--- src/rtl/netctl_csr.sv ---
module netctl_csr #(
  parameter int W = 16
) (
  input  logic         clk,
  input  logic         rst_n,
  input  logic         wr_en,
  input  logic [W-1:0] wr_data,
  output logic [W-1:0] rd_data,
  input  logic [3:0]   ext_hi,
  input  logic [3:0]   ext_lo,
  input  logic         cmd_stop,
  input  logic         cmd_start,
  input  logic         ev_merr,
  input  logic         ev_rx_done,
  input  logic         ev_tx_done,
  input  logic         ev_init_done,
  input  logic         ev_tx_fault,
  input  logic         mode_drx,
  input  logic         mode_dtx,
  output logic         irq_n
);
  localparam int B_MERR = 11;
  localparam int B_RINT = 10;
  localparam int B_TINT = 9;
  localparam int B_IDON = 8;
  localparam int B_INEA = 6;

  logic merr, rint, tint, idon, inea, rx_on, tx_on, inited, intr;
  logic [3:0] clr;

  assign clr  = wr_en ? wr_data[B_MERR:B_IDON] : 4'b0;
  assign intr = merr | rint | tint | idon | ext_hi[2] | ext_hi[0];
  assign rd_data = {ext_hi, merr, rint, tint, idon, intr, inea, rx_on, tx_on, ext_lo};

  always_ff @(posedge clk or negedge rst_n) begin
    if (!rst_n) begin
      merr <= 1'b0; rint <= 1'b0; tint <= 1'b0; idon <= 1'b0;
      inea <= 1'b0; rx_on <= 1'b0; tx_on <= 1'b0; inited <= 1'b0;
    end else if (cmd_stop) begin
      merr <= 1'b0; rint <= 1'b0; tint <= 1'b0; idon <= 1'b0;
      inea <= 1'b0; rx_on <= 1'b0; tx_on <= 1'b0; inited <= 1'b0;
    end else begin
      merr <= (merr & ~clr[3]) | ev_merr;
      rint <= (rint & ~clr[2]) | ev_rx_done;
      tint <= (tint & ~clr[1]) | ev_tx_done;
      idon <= (idon & ~clr[0]) | ev_init_done;
      if (wr_en) inea <= wr_data[B_INEA];
      if (ev_init_done) inited <= 1'b1;
      if (ev_merr || (ev_init_done && mode_drx)) rx_on <= 1'b0;
      else if (cmd_start && inited && !mode_drx) rx_on <= 1'b1;
      if (ev_merr || ev_tx_fault || (ev_init_done && mode_dtx)) tx_on <= 1'b0;
      else if (cmd_start && inited && !mode_dtx) tx_on <= 1'b1;
    end
  end

  always_ff @(posedge clk or negedge rst_n) begin
    if (!rst_n) irq_n <= 1'b1;
    else        irq_n <= ~(inea & intr);
  end

  assert_merr_halts_R8: assert property (@(posedge clk) disable iff (!rst_n)
    ev_merr |=> (!rd_data[5] && !rd_data[4]));
  assert_fault_halts_tx_R10: assert property (@(posedge clk) disable iff (!rst_n)
    ev_tx_fault |=> !rd_data[4]);
  assert_stop_clears_R6: assert property (@(posedge clk) disable iff (!rst_n)
    cmd_stop |=> (rd_data[11:8] == 4'b0 && !rd_data[6] && !rd_data[5] && !rd_data[4]));
  assert_set_beats_clear_R3: assert property (@(posedge clk) disable iff (!rst_n)
    (ev_rx_done && !cmd_stop) |=> rd_data[B_RINT]);
  assert_irq_low_R5: assert property (@(posedge clk) disable iff (!rst_n)
    (rd_data[6] && rd_data[7]) |=> !irq_n);
  assert_irq_high_R5: assert property (@(posedge clk) disable iff (!rst_n)
    !(rd_data[6] && rd_data[7]) |=> irq_n);
endmodule

--- config.mk ---
export PLATFORM = sky130hd
export DESIGN_NAME = netctl_csr
export DESIGN_NICKNAME = d
export VERILOG_FILES = /design/src/rtl/netctl_csr.sv
export SDC_FILE = /design/constraint.sdc
export NUM_CORES = 1
export LEC_CHECK = 0
export BUFFER_PORTS_ARGS = -buffer_cell sky130_fd_sc_hd__buf_4
export CORE_UTILIZATION = 31
export CTS_BUF_LIST = sky130_fd_sc_hd__clkbuf_4 sky130_fd_sc_hd__clkbuf_8
export CTS_CLUSTER_SIZE = 8
export DETAILED_ROUTE_END_ITERATION = 12
export GPL_TIMING_DRIVEN = 0
export PLACE_DENSITY = 0.73
export SYNTH_ARGS = -nofsm -noshare
export SYNTH_HDL_FRONTEND = slang
export SYNTH_SLANG_ARGS = --single-unit
--- constraint.sdc ---
create_clock -name clk -period 1.4 [get_ports clk]
set_clock_uncertainty 0.15 [all_clocks]
set_input_delay 0.07 -clock clk [delete_from_list [all_inputs] [get_ports clk]]
set_output_delay 0.07 -clock clk [all_outputs]
set_load 0.005 [all_outputs]
==> out/results.ini <==
[setup_path]
start_kind=register
crit_path_max_fanout=2
end_kind=output port
critical_path_class=reg -> out
rr_worst_depth=3
critPathRequiredTime_ns=1.18
arrival_ns=1.16

[timing]
setup_viol=0
min_period_over_period_pct=98.93
max_freq_mhz=722.0
worst_pin_slew_ns=0.2670
slew_headroom_pct=82.16
holdWs_ns=-0.01495
final_hold_viol_count=1
min_period_ns=1.385
grt_setup_unrepaired=true
setup_ws_ns=0.01501
tns_ns=0
slew_violations=0

[layout]
final_common_cell=buf_4
final_cell_mix=buf_4 (50), dlygate4sd3_1 (16), dfrtp_1 (8)
multiInputGateArea_sq_um=207.7
diodes=0
postLayoutCoreUtil_pct=66.13
drive_above_1_share_pct=60.78
fin_area_sq_um=1031
stdcell_count=118
fill_cells=135
nets=139
area_growth_pct=91.18
seqCellArea_sq_um=226.5

[yosys]
syn_nets=83
synth_mux_area_share_pct=1.856
synth_xor_area_share_pct=0
syn_inst=47
yosys.area_share.adder_pct=0
seq_area_frac_synth_pct=42.00
synth_compound_area_share_pct=25.06
synth_top_family_by_area=compound AO/OA/AOI/OAI gates
yosysUniqueCellTypes=17
yosys.area_share.simple_pct=8.817
syn_area_sq_um=539.3
avgSynthCellArea_sq_um=11.47
ys_warn_count=0
yosys_register_bits=9

[floorplan]
die_area_sq_um=1911
die_x_microns=43.71
fp.dieH_microns=43.71
start_util_pct=34.59
ios=53
fp.coreArea_sq_um=1559
rows=14

[power]
power.switching_mw=0.1659
p_leak_nw=0.5268
clkPwrFrac_pct=30.5
seqPwrFrac_pct=40.4
intPower_mw=0.5478
irDropWorstVdd_uv=687.6
power.density_nw_per_um2=692.3
combPwrFrac_pct=29.1
swShare_pct=23.25

[worst_hold_path]
hold_path.class=in -> reg
hold_depth=3

[global_route]
grt_overflow_total=0
grt_pass1_wl_microns=2221
grt_max_degree=10
grt_pass1_vias=482
track_usage_pct=17.20
antenna_found_initial=0

[detailed_routing]
drc=5
vias=535
drt-initial-drc-count=15
wl_per_cell_microns=13.47
dr.pass1.iters=8
wl_microns=1589
drt-vias-per-instance=4.534
antenna_left=0

[placed_design]
place_area_sq_um=822.0
dp_cells=98
post-place-ws_ns=0.07389
place_congestion=0.7822
dp.final_hpwl_microns=917.1
portBuffers=35

[cts]
cts.sinks=9
root_buffer=clkbuf_4
cts_buffers=3
htreeDepth=1
tritoncts=done
clockBufferDepth=2
clk_latency_ns=0.26
clkSlewWorstSetupHoldPaths_ns=0.06

[status]
status=finished, violations left
violations=design-rule violations, negative hold slack

[flow_run]
drv_cap=0

## state kept, by name, indices dropped and copies added (netlist names)
register and flops:
rint 1, inited 1, tint 1, irq_n 1
idon 1, tx_on 1, inea 1, merr 1
rx_on 1
## metrics by stage
step | hold WS, ns | total power, mW
finish | -0.01495 | 0.7137
global route | -0.007866 | 0.7515
CTS | -0.03153 | 0.7069
detailed placement | -0.2522 | 0.4508
global placement | -0.2497 | 0.4495
floorplan | -0.3756 | 0.3538
## critical path: stages, from the launching register on
cell and delay [ns]:
dfrtp_1 0.41, nor4_4 0.27, nand2_1 0.09, buf_4 0.14
## metal layers
layer	up-vias	GRT usage (%)	part of all wire [%]
li1	258	-	-
met5	-	0	0
met3	4	6.250	8.1
met4	0	5.625	1.4
met1	245	16.54	36
met2	28	33.13	55
## power groups by stage
stage,clock (mW),sequential (mW),combinational (mW)
4_1_cts,0.222,0.285,0.199
5_1_grt,0.241,0.290,0.221
3_5_place_dp,0,0.289,0.162
3_3_place_gp,0,0.288,0.161
6_report,0.218,0.288,0.208
2_1_floorplan,0,0.287,0.0666
## area by class of cell
| cell class | count | area share, % |
|---|---|---|
| timing repair buffer | 52 | 42.11 |
| clock buffer | 4 | 2.913 |
| tap | 16 | 1.942 |
| buffer | 15 | 10.92 |
| multi-input combinational | 22 | 20.15 |
| sequential | 9 | 21.97 |
## worst paths after layout
check | from | endpoint | slack, ns
max in group asynchronous | rst_n | irq_n | 0.83
max | tint | rd_data[7] | 0.02
max reg2reg | inited | inited | 0.06
min in group asynchronous | rst_n | inea | 0.05
min | ext_hi[0] | irq_n | -0.01
min reg2reg | tx_on | tx_on | 0.34
## cells in the mapped netlist
master / n / area (sq um)
a2111oi_2: 1 / 15.01
a2111oi_4: 1 / 27.53
a21bo_1: 1 / 10.01
a21boi_1: 4 / 30.03
a21oi_1: 1 / 5.000
and3b_1: 1 / 8.760
buf_4: 16 / 120.1
dfrtp_1: 8 / 200.2
dfstp_2: 1 / 26.28
mux2i_1: 1 / 10.01
nand2_1: 1 / 3.750
nand2b_4: 1 / 13.76
nor2_1: 4 / 15.01
nor4_1: 1 / 6.260
o21a_1: 1 / 7.510
o21ba_1: 2 / 20.02
o21ba_2: 2 / 20.02
## timing repair
action	CTS	global route
setup buffers	1	0
gates resized for setup	1	2
endpoints found under the hold margin	18	2
pin swaps	2	2
hold buffers	15	1
endpoints found under the setup margin	1	2
## kinds of logic (layout without fill, tap and decap cells)
group	count (synthesis)	after routing
buffers and inverters	16	71
AO/OA/AOI/OAI	13	13
flip-flops	9	9
AND/OR/NAND/NOR	8	8
multiplexers	1	1
Power figures use the tool's default switching activity.
